[config.mk]
export PLATFORM = sky130hd
export DESIGN_NAME = sobel_grad_pipe
export DESIGN_NICKNAME = d
export VERILOG_FILES = /design/src/rtl/sobel_grad_pipe.sv
export SDC_FILE = /design/constraint.sdc
export NUM_CORES = 1
export LEC_CHECK = 0
export BUFFER_PORTS_ARGS = -buffer_cell sky130_fd_sc_hd__buf_2
export CORE_MARGIN = 2
export CORE_UTILIZATION = 39
export DETAILED_ROUTE_END_ITERATION = 10
export GPL_TIMING_DRIVEN = 0
export PLACE_DENSITY = 0.64
export REMOVE_ABC_BUFFERS = 1
export SYNTH_ARGS = -nofsm -noshare
export SYNTH_HDL_FRONTEND = slang
export SYNTH_SLANG_ARGS = --single-unit
export TNS_END_PERCENT = 1
[constraint.sdc]
create_clock -name clk -period 5.31 [get_ports clk]
set_clock_uncertainty 0.1 [all_clocks]
set_input_delay 0.7965 -clock clk [delete_from_list [all_inputs] [get_ports clk]]
set_output_delay 0.7965 -clock clk [all_outputs]
set_load 0.05 [all_outputs]
[src/rtl/sobel_grad_pipe.sv]
module sobel_grad_pipe #(
  parameter int PIX_W = 8
) (
  input  logic                 clk,
  input  logic                 rst,
  input  logic                 in_valid,
  input  logic [9*PIX_W-1:0]   in_win,
  input  logic [PIX_W-1:0]     in_thr,
  output logic                 out_valid,
  output logic [PIX_W-1:0]     out_grad,
  output logic                 out_edge
);
  localparam int SW = PIX_W + 1;
  localparam int WW = PIX_W + 2;

  function automatic logic [PIX_W-1:0] px(input logic [9*PIX_W-1:0] w, input int k);
    return w[k*PIX_W +: PIX_W];
  endfunction

  // stage 1: pair sums and doubled centre taps
  logic          v1;
  logic [PIX_W-1:0] thr1;
  logic [SW-1:0] xr_p, xr_d, xl_p, xl_d, yb_p, yb_d, yt_p, yt_d;

  always_ff @(posedge clk) begin
    if (rst) v1 <= 1'b0;
    else     v1 <= in_valid;
    thr1 <= in_thr;
    xr_p <= SW'(px(in_win, 2)) + SW'(px(in_win, 8));
    xr_d <= {px(in_win, 5), 1'b0};
    xl_p <= SW'(px(in_win, 0)) + SW'(px(in_win, 6));
    xl_d <= {px(in_win, 3), 1'b0};
    yb_p <= SW'(px(in_win, 6)) + SW'(px(in_win, 8));
    yb_d <= {px(in_win, 7), 1'b0};
    yt_p <= SW'(px(in_win, 0)) + SW'(px(in_win, 2));
    yt_d <= {px(in_win, 1), 1'b0};
  end

  // stage 2: weighted sums, quarter by bit selection
  logic [WW-1:0] xr_w, xl_w, yb_w, yt_w;
  assign xr_w = WW'(xr_p) + WW'(xr_d);
  assign xl_w = WW'(xl_p) + WW'(xl_d);
  assign yb_w = WW'(yb_p) + WW'(yb_d);
  assign yt_w = WW'(yt_p) + WW'(yt_d);

  logic          v2;
  logic [PIX_W-1:0] thr2, xr_q, xl_q, yb_q, yt_q;

  always_ff @(posedge clk) begin
    if (rst) v2 <= 1'b0;
    else     v2 <= v1;
    thr2 <= thr1;
    xr_q <= xr_w[WW-1:2];
    xl_q <= xl_w[WW-1:2];
    yb_q <= yb_w[WW-1:2];
    yt_q <= yt_w[WW-1:2];
  end

  // stage 3: magnitudes of both components
  logic          v3;
  logic [PIX_W-1:0] thr3, ax, ay;

  always_ff @(posedge clk) begin
    if (rst) v3 <= 1'b0;
    else     v3 <= v2;
    thr3 <= thr2;
    ax   <= (xr_q >= xl_q) ? xr_q - xl_q : xl_q - xr_q;
    ay   <= (yb_q >= yt_q) ? yb_q - yt_q : yt_q - yb_q;
  end

  // stage 4: half sum and threshold
  logic [SW-1:0]    mag_sum;
  logic [PIX_W-1:0] mag_half;
  assign mag_sum  = SW'(ax) + SW'(ay);
  assign mag_half = mag_sum[SW-1:1];

  always_ff @(posedge clk) begin
    if (rst) out_valid <= 1'b0;
    else     out_valid <= v3;
    out_grad <= mag_half;
    out_edge <= (mag_half >= thr3);
  end

  // cycles since reset, saturating, for the history-based checks
  logic [2:0] since_rst;
  always_ff @(posedge clk) begin
    if (rst)                  since_rst <= '0;
    else if (since_rst != 3'd4) since_rst <= since_rst + 3'd1;
  end

  logic in_flat;
  always_comb begin
    in_flat = 1'b1;
    for (int k = 1; k < 9; k++)
      if (px(in_win, k) != px(in_win, 0)) in_flat = 1'b0;
  end

  AST_RESET_CLEAR: assert property (@(posedge clk) $past(rst) |-> !out_valid);
  AST_VALID_LATENCY: assert property (@(posedge clk) disable iff (rst)
    (since_rst == 3'd4) |-> (out_valid == $past(in_valid, 4)));
  AST_EDGE_COMPARE: assert property (@(posedge clk) disable iff (rst)
    (since_rst == 3'd4 && out_valid) |-> (out_edge == (out_grad >= $past(in_thr, 4))));
  AST_FLAT_ZERO: assert property (@(posedge clk) disable iff (rst)
    (since_rst == 3'd4 && $past(in_valid && in_flat, 4)) |-> (out_grad == '0));
endmodule

==> impl_metrics.py, run 1 <==
metrics = {
    "place": {
        "gp_congestion": 0.890,
        "pre_cts_ws_ns": 2.57,
        "dp_hpwl_mm": 11.1,
        "port_buffers": 84,
    },
    "worst_setup_path": {
        "crit_path_end": "out_edge",
        "critPathLaunchType": "flip-flop",
        "rr_endpoint": "out_edge",
        "ff2ff_path_depth": 10,
        "worstPathMaxFanout": 3,
        "arrival_ns": 2.94,
        "crit_type": "reg2reg",
        "rr_startpoint": "ax[1]",
        "required_ns": 5.52,
        "r2r_slack_ns": 2.58,
        "worstSetupEndpointType": "flip-flop",
        "crit_start": "ax[1]",
    },
    "cts": {
        "hold_buffers": 0,
        "cts_sinks": 149,
        "ctsResizeCount": 0,
        "cts_htree_levels": 4,
        "root_buffer": "clkbuf_16",
        "numCtsBuffers": 17,
        "cts.clk_slew.worst_paths_ns": 0.07,
        "clkLatencyLatePin_ns": 0.42,
        "clockBufferDepth": 2,
        "post-cts-setup-buffer-count": 0,
        "cts_tree": "yes",
    },
    "sta": {
        "setup-tns-final_ns": 0,
        "slew_headroom_pct": 61.7,
        "rsz0062_at_grt": "no",
        "final_hold_viol_count": 0,
        "finalSetupViolCount": 0,
        "worst_pin_slew_ns": 0.574,
        "min_period_over_period_pct": 51.4,
        "drv_slew": 0,
        "setup_ws_ns": 2.58,
        "period_needed_ns": 2.73,
        "max_freq_mhz": 367,
    },
    "global_routing": {
        "grt_pass1_vias": 5035,
        "grt_start_max_net_pins": 18,
        "grt_first_pass_wirelength_mm": 22.9,
        "grt_usage_pct": 14.6,
        "grt-ovfl-total": 0,
        "antenna_found_initial": 0,
    },
    "synth": {
        "ys.flop_type": "dfxtp_1",
        "synthCells": 752,
        "synth_area_sq_um": 7310,
        "synth_edf_count": 0,
        "synth_top_area_share_pct": 40.8,
        "yosysMostFrequentCell": "dfxtp_1",
        "ys_seq_elements": 149,
        "syn_avg_cell_area_sq_um": 9.72,
        "netlist-cell-type-count": 38,
        "synth.yosys.seq_area_share_pct": 40.8,
        "synthTopCellsByCount": "dfxtp_1, ha_1, inv_1",
        "synth.area.top_cells": "dfxtp_1, ha_1, inv_1",
        "ys_warn_count": 0,
        "synthArstFlopShare_pct": 0,
        "yosysTopAreaCell": "dfxtp_1",
    },
    "pwr": {
        "ir_drop_mv": 0.260,
        "finalPower_mw": 4.86,
        "p_leak_nw": 4.20,
        "power.density_nw_per_um2": 568,
    },
    "finish": {
        "area_growth_pct": 17.2,
        "drive_gt1_share_pct": 14.2,
        "fin_util_pct": 46.1,
        "final_nets": 1044,
        "num_antenna_cells": 0,
    },
    "floorplan": {
        "ios": 93,
        "die_area_sq_um": 19900,
        "die_w_microns": 141,
        "rows": 50,
        "initial_core_util_pct": 39.4,
        "dieHeight_microns": 141,
        "core_sq_um": 18600,
    },
    "routing": {
        "dr.pass1.iters": 4,
        "wire_per_inst_microns": 12.5,
        "route.vias.total": 5250,
        "routed_wl_mm": 13.7,
        "drt-initial-drc-count": 209,
        "drc": 0,
        "post_drt_via_cell_ratio": 4.80,
        "ant_nets": 0,
    },
    "run_status": {
        "status": "completed",
    },
    "run": {
        "drv_cap": 0,
    },
    "min_path": {
        "hp-class": "reg2reg",
    },
}
cell families after synthesis:
logic type | Yosys count | share of synthesized area (%)
simple gates | 165 | 10.2
fa+ha+maj | 114 | 20.8
xor+xnor | 30 | 3.59
flops | 149 | 40.8
buf+inv | 93 | 5.01
compound gates | 182 | 16.9
mux | 19 | 2.60
area by class of cell:
class | instances | area [sq um]
clock buffer | 17 | 425
multi-input combinational | 510 | 3960
tap | 234 | 293
timing repair buffer | 84 | 420
clock inverter | 15 | 164
fill | 1767 | 10000
sequential | 149 | 2980
inverter | 85 | 319
metrics by stage:
step                hold WS [ns]  cell area, sq um  cells
floorplan                  0.210              7260    744
global placement           0.212              7980   1062
detailed placement         0.212              7980   1062
CTS                        0.225              8570   1094
global route               0.234              8570   1094
finish                     0.227              8570   1094
layer usage:
metal  GRT usage [%]  part of all wire [%]
met2            24.0                    46
met3            3.57                   3.3
met1            18.5                    50
met5               0                     0
met4            5.89                   1.4
worst min-delay path by stage:
stage          startpoint       to  slack [ns]  cells past startpoint
2_1_floorplan     thr1[0]  thr2[0]        0.21                      0
3_3_place_gp      thr2[7]  thr3[7]        0.21                      0
3_5_place_dp      thr2[3]  thr3[3]        0.21                      0
4_1_cts           thr2[7]  thr3[7]        0.23                      0
5_1_grt           thr2[0]  thr3[0]        0.23                      0
6_report          thr1[2]  thr2[2]        0.23                      0
where the power goes:
group | total [mW] | internal (mW) | switching, mW
Sequential | 1.53 | 1.41 | 0.118
Clock | 1.16 | 0.628 | 0.529
Combinational | 2.18 | 0.940 | 1.24
placed cells by master, fill, tap and decap left out, drive strengths merged, types with 2 or more instances in the layout:
cell type	count
a211oi	5
a21boi	35
a21o	13
a21oi	36
a221oi	5
a311oi	3
a31oi	9
and3	2
buf	84
clkbuf	17
clkinv	5
clkinvlp	3
dfxtp	149
fa	13
ha	101
inv	92
mux2i	19
nand2	40
nand3	9
nand3b	5
nand4	13
nor2	66
nor2b	18
nor3	10
o21a	14
o21ai	33
o311ai	4
o31ai	21
xnor2	14
xor2	16
worst max-delay path, cell delays in order (launching register included):
cell and delay, ns:
dfxtp_1 0.36, inv_1 0.07, fa_1 0.45, nor2b_1 0.12
o21ai_0 0.10, a21boi_0 0.34, o21ai_0 0.12, a21oi_1 0.22
ha_1 0.27, and3_1 0.17, a221o_1 0.31
(Power assumes the default switching activity.)
==> run 2, diff against run 1 <==
==> constraint.sdc (replaced) <==
create_clock -name clk -period 2.65 [get_ports clk]
set_clock_uncertainty 0.1 [all_clocks]
set_input_delay 0.3975 -clock clk [delete_from_list [all_inputs] [get_ports clk]]
set_output_delay 0.3975 -clock clk [all_outputs]
set_load 0.05 [all_outputs]
==> run 2 against run 1 <==
- highest routed layer unchanged
- register-to-register slack worse by 2.5 ns
- via count up 3.2%
- critical path depth is the same
- routed wire length is 3.6% higher
- final cell count is 3.8% higher
- sequential cell count stayed put
- non-clock buffer count grew 42
- cell area up 5.4%
- global-route usage increased by 0.32 points
- sequential power increased by 100%
- sequential share of layout area decreased by 1.7 points
==> impl_metrics.py, run 2 (synthesized netlist as in run 1, its figures left out) <==
metrics = {
    "place": {
        "gp_congestion": 0.890,
        "pre_cts_ws_ns": -0.0883,
        "port_buffers": 84,
        "postPlaceCellArea_sq_um": 7980,
        "placed_cells": 1062,
        "dp_hpwl_mm": 11.1,
    },
    "finish": {
        "final_cells": 1136,
        "num_antenna_cells": 0,
        "final_common_cell": "dfxtp_1",
        "multi_input_area_sq_um": 4010,
        "finish.instance_area_sq_um": 9030,
        "final_nets": 1086,
        "final_cell_mix": "dfxtp_1, ha_1, inv_1, buf_2, nor2_1",
        "drive_gt1_share_pct": 15.1,
        "fillers": 1711,
        "area_growth_pct": 23.5,
        "ff_latch_area_sq_um": 2990,
        "fin_util_pct": 48.6,
    },
    "sta": {
        "min_period_over_period_pct": 96.3,
        "final_hold_viol_count": 0,
        "worst_pin_slew_ns": 0.569,
        "period_needed_ns": 2.55,
        "setup_ws_ns": 0.0972,
        "max_freq_mhz": 392,
        "finalSetupViolCount": 0,
        "setup-tns-final_ns": 0,
        "finalHoldWorstSlack_ns": 0.0815,
        "drv_slew": 0,
        "slew_headroom_pct": 62.0,
    },
    "worst_setup_path": {
        "critPathLaunchType": "flip-flop",
        "r2r_slack_ns": 0.1,
        "crit_type": "reg2reg",
        "worstSetupEndpointType": "flip-flop",
        "required_ns": 2.86,
        "worstPathMaxFanout": 3,
        "arrival_ns": 2.76,
    },
    "global_routing": {
        "grt_pass1_vias": 5183,
        "grt-ovfl-total": 0,
        "grt_usage_pct": 14.9,
        "antenna_found_initial": 0,
        "top_usage_layer": "met2",
        "grt_start_max_net_pins": 18,
        "met2_usage_pct": 24.8,
        "use_met3_pct": 3.57,
        "met1_usage_pct": 18.8,
        "grt_first_pass_wirelength_mm": 23.5,
    },
    "cts": {
        "clockBufferDepth": 2,
        "numCtsBuffers": 17,
        "clkLatencyLatePin_ns": 0.42,
        "root_buffer": "clkbuf_16",
        "cts_tree": "yes",
        "cts.clk_slew.worst_paths_ns": 0.06,
        "cts_sinks": 149,
        "cts_htree_levels": 4,
    },
    "routing": {
        "post_drt_via_cell_ratio": 4.77,
        "drt-initial-drc-count": 256,
        "wire_per_inst_microns": 12.5,
        "drc": 0,
        "routed_wl_mm": 14.2,
        "ant_nets": 0,
        "dr.pass1.iters": 4,
        "route.vias.total": 5420,
    },
    "run_status": {
        "status": "completed",
    },
    "floorplan": {
        "rows": 50,
        "die_w_microns": 141,
        "die_area_sq_um": 19900,
        "core_sq_um": 18600,
        "dieHeight_microns": 141,
        "ios": 93,
        "initial_core_util_pct": 39.4,
    },
    "pwr": {
        "ir_drop_mv": 0.523,
        "power.density_nw_per_um2": 1110,
        "finalPower_mw": 10.0,
        "p_leak_nw": 4.38,
    },
    "min_path": {
        "hp-class": "in2reg",
    },
    "run": {
        "drv_cap": 0,
    },
}
[run 2: changes by cell type in the layout (fill, tap and decap cells not counted), sizes merged]
cell         previous run  this run
dlygate4sd3             0        40
buf                    84        86
[run 2: timing repair]
item,CTS,global route
pin swaps,1,9
hold buffers,40,0
endpoints found under the setup margin,1,1
setup buffers,1,1
resized for setup,3,15
hold endpoints to repair,40,0
gates cloned,0,0
[run 2: final cells by class]
type,instances,share of cell area [%]
Timing Repair Buffer,126,9.25
Multi-Input combinational cell,510,44.4
Tap cell,234,3.24
Inverter,85,3.53
Clock buffer,17,4.71
Sequential cell,149,33.1
Clock inverter,15,1.81
[run 2: power breakdown]
group / internal, mW / switching, mW
Combinational: 2.05 / 2.58
Clock: 1.26 / 1.06
Sequential: 2.83 / 0.247
Total: 6.13 / 3.89
[run 2: final timing paths]
path	from	endpoint	cells past startpoint
worst max-delay path	ax[0]	out_edge	10
worst min register to register	thr1[2]	thr2[2]	0
worst min-delay path	rst	v2	2
worst max register to register	ax[0]	out_edge	10
[run 2: worst max-delay path, cell delays in order, from the launching register on]
cell and delay [ns]:
dfxtp_1 0.34, nand2_2 0.07, fa_2 0.39, nor2b_1 0.12, o21ai_1 0.12, a21boi_2 0.20, o31a_1 0.21, o22a_1 0.18
ha_1 0.25, and3_1 0.17, a221o_1 0.31
[run 2: per-layer routing]
layer  vias to the layer above  part of all wire [%]  routed length [microns]
met4                         0                   1.6                      233
met1                      2409                    48                     6830
met5                         -                     0                        0
met3                        15                   3.7                      525
li1                       2878                     -                        -
met2                       118                    47                     6620
